===== src/rtl/synth_cfg_pkg.sv =====
package synth_cfg_pkg;

    localparam int BYTE_W = 8;
    localparam int WIDE_W = 10;
    localparam int OFS_W  = 5;
    localparam int ADR_W  = 4;
    localparam int RNG_W  = 14;
    localparam int IDX_W  = 2;
    localparam int PAD_W  = BYTE_W - (WIDE_W - BYTE_W);
    localparam int RNG_LO = RNG_W - BYTE_W;

    localparam logic [BYTE_W-1:0] CODE_DAC  = 8'h08;
    localparam logic [BYTE_W-1:0] CODE_OFS  = 8'h0E;
    localparam logic [BYTE_W-1:0] CODE_DIV  = 8'h01;
    localparam logic [BYTE_W-1:0] CODE_MUX  = 8'h02;
    localparam logic [BYTE_W-1:0] CODE_ADR  = 8'h0D;
    localparam logic [BYTE_W-1:0] CODE_RNG  = 8'h37;
    localparam logic [BYTE_W-1:0] CODE_SAVE = 8'h3F;

    localparam logic [WIDE_W-1:0] MUX_RST = 10'h060;
    localparam logic [BYTE_W-1:0] IDLE_BYTE = 8'hFF;

    typedef enum logic [2:0] {
        SEL_NONE, SEL_DAC, SEL_OFS, SEL_DIV, SEL_MUX, SEL_ADR, SEL_RNG, SEL_SAVE
    } sel_e;

    typedef enum logic [1:0] {PH_IDLE, PH_CMD, PH_DATA} phase_e;

    typedef struct packed {
        logic              valid;
        sel_e              sel;
        logic [WIDE_W-1:0] value;
    } upd_t;

    typedef struct packed {
        logic [WIDE_W-1:0] dac;
        logic [OFS_W-1:0]  ofs;
        logic [WIDE_W-1:0] div;
        logic [WIDE_W-1:0] mux;
        logic [ADR_W-1:0]  adr;
    } regs_t;

    function automatic sel_e decode_cmd(input logic [BYTE_W-1:0] code);
        case (code)
            CODE_DAC:  return SEL_DAC;
            CODE_OFS:  return SEL_OFS;
            CODE_DIV:  return SEL_DIV;
            CODE_MUX:  return SEL_MUX;
            CODE_ADR:  return SEL_ADR;
            CODE_RNG:  return SEL_RNG;
            CODE_SAVE: return SEL_SAVE;
            default:   return SEL_NONE;
        endcase
    endfunction

    function automatic logic is_wide(input sel_e s);
        return (s == SEL_DAC) || (s == SEL_DIV) || (s == SEL_MUX);
    endfunction

    function automatic logic is_narrow(input sel_e s);
        return (s == SEL_OFS) || (s == SEL_ADR);
    endfunction

    function automatic logic [BYTE_W-1:0] wide_byte(input logic [WIDE_W-1:0] v,
                                                    input logic [IDX_W-1:0] idx);
        if (idx == 2'd0) return v[WIDE_W-1:WIDE_W-BYTE_W];
        if (idx == 2'd1) return {v[WIDE_W-BYTE_W-1:0], {PAD_W{1'b0}}};
        return IDLE_BYTE;
    endfunction

    function automatic logic [BYTE_W-1:0] read_byte(input sel_e s,
                                                    input logic [IDX_W-1:0] idx,
                                                    input regs_t r,
                                                    input logic [RNG_W-1:0] rng);
        case (s)
            SEL_DAC: return wide_byte(r.dac, idx);
            SEL_DIV: return wide_byte(r.div, idx);
            SEL_MUX: return wide_byte(r.mux, idx);
            SEL_OFS: return (idx == 2'd0) ? {{(BYTE_W-OFS_W){1'b1}}, r.ofs} : IDLE_BYTE;
            SEL_ADR: return (idx == 2'd0) ? {{(BYTE_W-ADR_W){1'b0}}, r.adr} : IDLE_BYTE;
            SEL_RNG: begin
                if (idx == 2'd0) return rng[RNG_W-1:RNG_LO];
                if (idx == 2'd1) return {rng[RNG_LO-1:0], {(BYTE_W-RNG_LO){1'b0}}};
                return IDLE_BYTE;
            end
            default: return IDLE_BYTE;
        endcase
    endfunction

endpackage


===== src/rtl/cmd_tracker.sv =====
module cmd_tracker
    import synth_cfg_pkg::*;
(
    input  logic              clk,
    input  logic              rst,
    input  logic              xfer_start,
    input  logic              rd_start,
    input  logic              bus_stop,
    input  logic              wr_valid,
    input  logic [BYTE_W-1:0] wr_byte,
    input  logic              pwr_down,
    output upd_t              upd,
    output logic              save_pulse,
    output sel_e              cur_sel
);

    phase_e            phase_q;
    sel_e              sel_q;
    logic [IDX_W-1:0]  idx_q;
    logic [BYTE_W-1:0] hold_q;
    logic              accept;
    logic              last_byte;

    assign accept    = wr_valid && !pwr_down && !bus_stop && !xfer_start && !rd_start;
    assign last_byte = (is_wide(sel_q) && idx_q == 2'd1) ||
                       (is_narrow(sel_q) && idx_q == 2'd0);

    always_comb begin
        upd.valid = accept && (phase_q == PH_DATA) && last_byte;
        upd.sel   = sel_q;
        if (is_wide(sel_q))
            upd.value = {hold_q, wr_byte[BYTE_W-1:BYTE_W-(WIDE_W-BYTE_W)]};
        else
            upd.value = {{(WIDE_W-BYTE_W){1'b0}}, wr_byte};
    end

    assign save_pulse = accept && (phase_q == PH_CMD) && (decode_cmd(wr_byte) == SEL_SAVE);
    assign cur_sel    = sel_q;

    always_ff @(posedge clk) begin
        if (rst) begin
            phase_q <= PH_IDLE;
            sel_q   <= SEL_NONE;
            idx_q   <= '0;
            hold_q  <= '0;
        end else if (xfer_start) begin
            phase_q <= PH_CMD;
            idx_q   <= '0;
        end else if (bus_stop || rd_start) begin
            phase_q <= PH_IDLE;
            idx_q   <= '0;
        end else if (accept) begin
            if (phase_q == PH_CMD) begin
                sel_q   <= decode_cmd(wr_byte);
                phase_q <= PH_DATA;
                idx_q   <= '0;
            end else if (phase_q == PH_DATA) begin
                if (idx_q == 2'd0)
                    hold_q <= wr_byte;
                if (idx_q != 2'd2)
                    idx_q <= idx_q + 2'd1;
            end
        end
    end

endmodule


===== src/rtl/reg_bank.sv =====
module reg_bank
    import synth_cfg_pkg::*;
#(
    parameter logic [WIDE_W-1:0] DAC_RST = 10'd500,
    parameter logic [WIDE_W-1:0] DIV_RST = 10'd0,
    parameter logic [OFS_W-1:0]  OFS_RST = 5'd12
) (
    input  logic  clk,
    input  logic  rst,
    input  upd_t  upd,
    output regs_t regs
);

    regs_t regs_q;

    always_ff @(posedge clk) begin
        if (rst) begin
            regs_q.dac <= DAC_RST;
            regs_q.ofs <= OFS_RST;
            regs_q.div <= DIV_RST;
            regs_q.mux <= MUX_RST;
            regs_q.adr <= '0;
        end else if (upd.valid) begin
            case (upd.sel)
                SEL_DAC: regs_q.dac <= upd.value;
                SEL_DIV: regs_q.div <= upd.value;
                SEL_MUX: regs_q.mux <= {1'b0, upd.value[WIDE_W-2:0]};
                SEL_OFS: regs_q.ofs <= upd.value[OFS_W-1:0];
                SEL_ADR: regs_q.adr <= upd.value[ADR_W-1:0];
                default: ;
            endcase
        end
    end

    assign regs = regs_q;

    assert_mux_msb_R7: assert property (@(posedge clk) disable iff (rst)
        (upd.valid && upd.sel == SEL_MUX) |=>
            (regs_q.mux == {1'b0, $past(upd.value[WIDE_W-2:0])}))
        else $error("routing word bit 9 not cleared");

endmodule


===== src/rtl/commit_ctl.sv =====
module commit_ctl
    import synth_cfg_pkg::*;
(
    input  logic clk,
    input  logic rst,
    input  upd_t upd,
    input  logic save_pulse,
    input  logic wc,
    input  logic commit_busy,
    output logic commit_req
);

    logic pend_q;
    logic trig;

    assign trig = save_pulse ||
                  (upd.valid && ((upd.sel == SEL_ADR) || !wc));

    assign commit_req = pend_q && !commit_busy;

    always_ff @(posedge clk) begin
        if (rst)
            pend_q <= 1'b0;
        else
            pend_q <= (pend_q && !commit_req) || trig;
    end

    assert_req_once_R12: assert property (@(posedge clk) disable iff (rst)
        (commit_req && !trig) |=> !commit_req)
        else $error("save request repeated without a new cause");

endmodule


===== src/rtl/rd_port.sv =====
module rd_port
    import synth_cfg_pkg::*;
#(
    parameter logic [RNG_W-1:0] RANGE_WORD = 14'h18A5
) (
    input  logic              clk,
    input  logic              rst,
    input  logic              rd_start,
    input  logic              rd_next,
    input  sel_e              sel,
    input  regs_t             regs,
    output logic [BYTE_W-1:0] rd_data
);

    logic [IDX_W-1:0] ridx_q;

    always_ff @(posedge clk) begin
        if (rst || rd_start)
            ridx_q <= '0;
        else if (rd_next && ridx_q != 2'd2)
            ridx_q <= ridx_q + 2'd1;
    end

    assign rd_data = read_byte(sel, ridx_q, regs, RANGE_WORD);

endmodule


===== src/rtl/synth_cmd_decoder.sv =====
module synth_cmd_decoder
    import synth_cfg_pkg::*;
#(
    parameter logic [WIDE_W-1:0]      DAC_RST    = 10'd500,
    parameter logic [WIDE_W-1:0]      DIV_RST    = 10'd0,
    parameter logic [OFS_W-1:0]       DEF_OFFSET = 5'd12,
    parameter logic [RNG_W-OFS_W-1:0] RANGE_TAIL = 9'h0A5
) (
    input  logic        clk,
    input  logic        rst,
    input  logic        xfer_start,
    input  logic        rd_start,
    input  logic        bus_stop,
    input  logic        wr_valid,
    input  logic [7:0]  wr_byte,
    input  logic        rd_next,
    output logic [7:0]  rd_data,
    input  logic        pwr_down,
    output logic        commit_req,
    input  logic        commit_busy,
    output logic [9:0]  dac_word,
    output logic [4:0]  offset_word,
    output logic [9:0]  div_word,
    output logic [9:0]  mux_word,
    output logic [3:0]  addr_word
);

    localparam logic [RNG_W-1:0] RANGE_WORD = {DEF_OFFSET, RANGE_TAIL};

    upd_t  upd;
    logic  save_pulse;
    sel_e  cur_sel;
    regs_t regs;

    cmd_tracker u_trk (
        .clk        (clk),
        .rst        (rst),
        .xfer_start (xfer_start),
        .rd_start   (rd_start),
        .bus_stop   (bus_stop),
        .wr_valid   (wr_valid),
        .wr_byte    (wr_byte),
        .pwr_down   (pwr_down),
        .upd        (upd),
        .save_pulse (save_pulse),
        .cur_sel    (cur_sel)
    );

    reg_bank #(
        .DAC_RST (DAC_RST),
        .DIV_RST (DIV_RST),
        .OFS_RST (DEF_OFFSET)
    ) u_regs (
        .clk  (clk),
        .rst  (rst),
        .upd  (upd),
        .regs (regs)
    );

    commit_ctl u_commit (
        .clk         (clk),
        .rst         (rst),
        .upd         (upd),
        .save_pulse  (save_pulse),
        .wc          (regs.adr[ADR_W-1]),
        .commit_busy (commit_busy),
        .commit_req  (commit_req)
    );

    rd_port #(
        .RANGE_WORD (RANGE_WORD)
    ) u_rd (
        .clk      (clk),
        .rst      (rst),
        .rd_start (rd_start),
        .rd_next  (rd_next),
        .sel      (cur_sel),
        .regs     (regs),
        .rd_data  (rd_data)
    );

    assign dac_word    = regs.dac;
    assign offset_word = regs.ofs;
    assign div_word    = regs.div;
    assign mux_word    = regs.mux;
    assign addr_word   = regs.adr;

    assert_pwrdn_hold_R11: assert property (@(posedge clk) disable iff (rst)
        pwr_down |=> ($stable(dac_word) && $stable(offset_word) && $stable(div_word) &&
                      $stable(mux_word) && $stable(addr_word)))
        else $error("register changed while powered down");

    assert_stop_hold_R6: assert property (@(posedge clk) disable iff (rst)
        bus_stop |=> ($stable(dac_word) && $stable(div_word) && $stable(mux_word)))
        else $error("register changed on a stop condition");

endmodule


===== config.mk =====
export PLATFORM = sky130hd
export DESIGN_NAME = synth_cmd_decoder
export DESIGN_NICKNAME = d
export VERILOG_FILES = /design/src/rtl/synth_cfg_pkg.sv /design/src/rtl/cmd_tracker.sv /design/src/rtl/reg_bank.sv /design/src/rtl/commit_ctl.sv /design/src/rtl/rd_port.sv /design/src/rtl/synth_cmd_decoder.sv
export SDC_FILE = /design/constraint.sdc
export NUM_CORES = 1
export LEC_CHECK = 0
export BUFFER_PORTS_ARGS = -buffer_cell sky130_fd_sc_hd__buf_2
export CORE_AREA = 2 2 90 92
export DETAILED_ROUTE_END_ITERATION = 6
export DIE_AREA = 0 0 92 94
export PLACE_DENSITY_LB_ADDON = 0.3
export SLEW_MARGIN = 10
export SYNTH_ARGS = -nofsm -noshare
export SYNTH_HDL_FRONTEND = slang
export SYNTH_HIERARCHICAL = 1
export SYNTH_SLANG_ARGS = --single-unit

===== constraint.sdc =====
create_clock -name clk -period 2.3 [get_ports clk]
set_input_delay 0.46 -clock clk [delete_from_list [all_inputs] [get_ports clk]]
set_output_delay 0.46 -clock clk [all_outputs]
set_load 0.005 [all_outputs]

-- Word-level counts from Yosys, hierarchy flattened
Index checks and enable logic that the tools add are counted.
- output and inout bits: 48
- logic and storage cells: 126
- input bits: 17
- bits in registers: 56
- equal/unequal tests: 20
- mux-type cells: 42
- bitwise operators: 3
- reductions and logical operators: 47
- add/subtract/negate cells: 2
- operators by type and width (cell ; number):
    two-way mux 8 bit ; 17
    case mux 8 bit (6 select lines) ; 1
    equality test 8 x 4 -> 1 bit, second input constant ; 3
    case mux 3 bit (7 select lines) ; 1
    two-way mux 1 bit ; 18
    equality test 8 x 6 -> 1 bit, second input constant ; 2
    logical AND 1 bit ; 14
    AND reduction 2 bit ; 7
    equality test 3 bit, second input constant ; 4
    two-way mux 10 bit ; 1
    logical OR 1 bit ; 9
    equality test 8 x 1 -> 1 bit, second input constant ; 1
    equality test 8 x 2 -> 1 bit, second input constant ; 1
    zero test 1 bit ; 7
    equality test 2 x 1 -> 1 bit, second input constant ; 3
    equality test 3 x 2 -> 1 bit, second input constant ; 2
    two-way mux 2 bit ; 3
    AND reduction 6 bit ; 1
    nonzero test 3 bit ; 2
    two-way mux 5 bit ; 1
    adder 2 x 1 -> 2 bit, second input constant ; 2
    zero test 2 bit ; 2
    inequality test 2 bit, second input constant ; 2
    AND reduction 4 bit ; 1
    other kinds (6) ; 9

-- Depth between registers and ports, before layout
- word-level depth: 10
- gate-level depth with buffers: 9

-- Hierarchy
The synthesis kept the hierarchy.
- by module, submodules not included (module ; cells an instance ; area an instance (sq um) ; times used):
    reg_bank ; 151 ; 1595.3 ; 1
    cmd_tracker ; 113 ; 1003.5 ; 1
    rd_port ; 110 ; 725.7 ; 1
    commit_ctl ; 7 ; 71.3 ; 1

-- Worst setup path after synthesis
No wires, ideal clock.
- kind: register to output
- start: register u_rd.ridx_q[0]
- end: output rd_data[6]
- arrival time: 1.427 ns
- setup slack: 0.413 ns
- cell stages (with the launch flop): 6
- data required time: 1.840 ns
- cells stage by stage: dfxtp_1 inv_1 ha_1 nand2b_1 o221a_1 or3_1
- word-level cells in the longest chain between the ends: 7
- elaborated cells between the ends (all ways): 30
- RTL lines (element ; line ; source):
    start: declaration ; rd_port.sv:15 ; logic [IDX_W-1:0] ridx_q;
    start signal: assignment ; rd_port.sv:21 ; ridx_q <= ridx_q + 2'd1;
    equality test 2 x 1 -> 1 bit ; synth_cfg_pkg.sv:67, synth_cfg_pkg.sv:83 ;
    two-way mux 1 bit ; synth_cfg_pkg.sv:67, synth_cfg_pkg.sv:83 ;
    two-way mux 1 bit, on equally long branches ; synth_cfg_pkg.sv:83, synth_cfg_pkg.sv:67 ;
    two-way mux 1 bit ; synth_cfg_pkg.sv:75 ; case (s)
    two-way mux 8 bit, on equally long branches ; synth_cfg_pkg.sv:84, synth_cfg_pkg.sv:68 ;
    two-way mux 8 bit, on equally long branches ; synth_cfg_pkg.sv:83, synth_cfg_pkg.sv:67 ;
    case mux 8 bit (6 select lines) (*) ; synth_cfg_pkg.sv:75 ;
    end: declaration ; synth_cmd_decoder.sv:17 ; output logic [7:0] rd_data,
Every way passes the cells marked *; elsewhere a longest branch is shown, timed or not. The select of a mux whose other input is x is not followed.

-- Final worst setup path
Same ends and word-level chain as after synthesis.

==> metrics.md <==
| Metric | Value |
|---|---|
| Status | `finished, violations left` |
| Violated checks | `setup timing` |
| Area growth, synth to finish | `19.4%` |
| CP arrival | `1.87 ns` |
| Clock skew | `0.0128 ns` |
| CP startpoint kind | `flip-flop` |
| Yosys warning total | `6` |
| CP Data Required Time | `1.84 ns` |
| Vias in the first global route | `2804` |
| Clock sink total | `56` |
| GRT Total Usage | `21.2%` |
| Fillers | `713` |
| Clock Path Buffers | `2` |
| Vias | `2977` |
| Internal reg-to-reg setup slack | `0.35 ns` |
| DPL Wire Length | `6920 microns` |
| RR Endpoint | `u_regs/regs[28]` |
| Slew Viols, Final | `0` |
| Tmin final | `2.33 ns` |
| Yosys top cell by area | `dfxtp_1` |
| Worst-path clk slew | `0.11 ns` |
| Worst-margin pin slew | `0.585 ns` |
| Final setup margin | `-0.0253 ns` |
| Vias/cell | `5.45` |
| Skew-Pair Late Insertion Delay | `0.31 ns` |
| DR WL/cell | `16.7 microns` |
| Main combinational cell family by area after synthesis | `simple AND/OR/NAND/NOR gates` |
| Setup TNS | `-0.0317 ns` |
| WHS Path Cells | `3` |
| Largest net degree at the start of global routing | `39` |
| Top cells by area, synth | `dfxtp_1 33%, mux2i_1 15%, nand2b_1 8.1%` |
| Synthesized area per cell | `8.91 sq um` |
| CTS tree | `built` |
| Post-synthesis sequential area ratio | `33.0%` |
| WS Path Type | `flip-flop to primary output` |
| Die extent in y | `94 microns` |
| Top-area cell type share of the netlist area | `33.0%` |
| Max Freq | `430 MHz` |
| Syn_nets | `406` |
| DRC errors left | `0` |
| Slew margin rel. | `61.0%` |
| RSZ-0062 raised after global routing | `true` |
| Library cells used by synthesis | `64` |
| Initial antenna violation count | `0` |
| Worst r2r src | `u_trk/idx_q[0]` |
| Clock buffers created by TritonCTS | `5` |
| Asr flop ratio synth | `0%` |
| Cell Count Post-Placement | `534` |
| Initial DRC Count | `110` |
| Post-Synth Adder-Cell Area | `2.95%` |
| Diode count | `0` |
| Die X-Extent | `92 microns` |
| Layout Cells excl Fill | `546` |
| Final setup viols | `2` |
| Predominant post-synthesis flop cell | `dfxtp_1` |
| CP max FO | `6` |
| Total core area | `7610 sq um` |
| Synthesized flop and latch total | `56` |
| FP Rows | `32` |
| Wirelength, routed | `9130 microns` |
| Layout cell share with drive strength beyond 1 | `29.1%` |
| Leakage | `1.76 nW` |
| R2R depth | `9` |
| Maximum vdd drop | `0.000241 V` |
| Worst hold start | `xfer_start` |
| Simple-Gate Fraction of Synth Area | `26.2%` |
| Nets | `468` |
| Cell Pwr Density | `446 nW/um^2` |
| Initial DRT Pass Iterations | `4` |
| H-tree levels | `2` |
| CP Capture Type | `primary output` |
| Gp weighted congestion | `0.904` |
| Min-delay worst type | `primary input to flip-flop` |
| Dpl ws | `0.0954 ns` |
| Synth Area in Compound Gates | `12.6%` |
| Die area | `8650 sq um` |
| Hold worst-path end | `u_trk/phase_q[0]` |
| Synth Cell Area | `3400 sq um` |
| Top-count cell post-synth | `dfxtp_1` |
| First-pass GRT wire length | `14500 microns` |
| Hold WS | `0.386 ns` |
| Root Driver | `clkbuf_8` |
| Tot Pwr | `1.81 mW` |
| Final worst-path cycle share | `101%` |
| Cells after synthesis | `381` |
| Top Ports | `65` |
| Top post-synthesis cells by count | `56 x dfxtp_1, 52 x mux2i_1, 44 x nand2b_1, 44 x nor2_1, 12 x nand2_1` |
| ANT nets after route | `0` |
| Max-cap violations | `0` |
| Port Buf Inserts | `63` |
| Post-synth EDFFs | `0` |
| Xor and xnor area share after synthesis | `0.516%` |
| Starting Density | `44.6%` |
| Final hold violations | `0` |
| Grt total ovfl | `0` |
| Mux cell area share after synthesis | `18.3%` |
kinds of logic (layout without fill, tap and decap cells):
kind of cell / count (synthesis) / count (layout)
AOI/OAI and AO/OA: 59 / 59
xor gates and xnor gates: 2 / 2
adders and majority gates: 8 / 8
buffers and inverters: 39 / 102
DFF: 56 / 56
muxes: 61 / 61
other: 1 / 1
and+or+nand+nor: 155 / 155
layout by cell type (no fill, tap or decap), types with 5 or more instances in the layout:
cell      instances
clkbuf_8          5
nor2_1           43
nand2_1          12
o21ai_0           8
buf_4            15
nand2b_1         43
nor3_1            9
nor2b_1           9
dfxtp_1          52
inv_1             8
mux2_2            9
ha_1              6
a21oi_1           9
buf_2            63
mux2i_1          52
per-layer routing:
layer,up-vias,wire length [microns],GRT usage (%)
met5,-,0,0
li1,1470,-,-
met3,8,372,3.05
met4,0,118,5.47
met2,70,4280,34.3
met1,1429,4360,29.8
stage by stage:
step / cell area, sq um / utilization (%)
after floorplan: 3400 / -
after global placement: 3830 / 50.4
after detailed placement: 3830 / 50.4
after CTS: 3980 / 52.3
after global routing: 4060 / 53.3
final: 4060 / 53.3
cell type report:
class,instances,area (sq um),share of cell area [%]
clock buffers,6,72.6,1.79
clock inverters,2,35.0,0.864
inverters,11,41.3,1.02
multi-input cells,286,2130,52.6
flip-flops and latches,56,1130,27.8
well taps,102,128,3.15
repair buffers,83,519,12.8
sequential cells by signal, summed over array words and instances, names as in the netlist:
signal	count
u_trk/phase_q	2
u_trk/hold_q	8
u_regs/regs	38
u_trk/idx_q	2
u_commit/pend_q	1
u_rd/ridx_q	2
u_trk/cur_sel	3
timing repair:
action                                  4_1_cts  5_1_grt
resized for setup                            11       16
hold buffers                                  0        0
gates cloned                                  0        0
setup buffers                                 1        3
endpoints found under the hold margin         0        0
pin swaps                                     0        7
endpoints found under the setup margin        7        7
worst max path at each step:
stage	startpoint	to	slack (ns)	cells past startpoint
6_report	u_rd/ridx_q[0]	rd_data[6]	-0.03	7
5_1_grt	u_rd/ridx_q[0]	rd_data[6]	-0.1	7
4_1_cts	u_rd/ridx_q[0]	rd_data[4]	0.02	7
3_5_place_dp	u_rd/ridx_q[0]	rd_data[6]	0.1	6
3_3_place_gp	u_rd/ridx_q[0]	rd_data[6]	0.16	6
2_1_floorplan	u_rd/ridx_q[0]	rd_data[6]	0.41	5
power by group:
part / switching [mW] / internal [mW] / total (mW)
clock network: 0.322 / 0.324 / 0.646
logic: 0.103 / 0.0839 / 0.187
registers: 0.00275 / 0.972 / 0.975
total: 0.427 / 1.38 / 1.81
critical path, cell delays in order (launching register included):
cell	delay (ns)
dfxtp_2	0.37
inv_2	0.06
ha_4	0.17
buf_6	0.13
nand2b_4	0.16
o221a_1	0.20
or3_1	0.33
buf_2	0.13
Power figures use the tool's default switching activity.
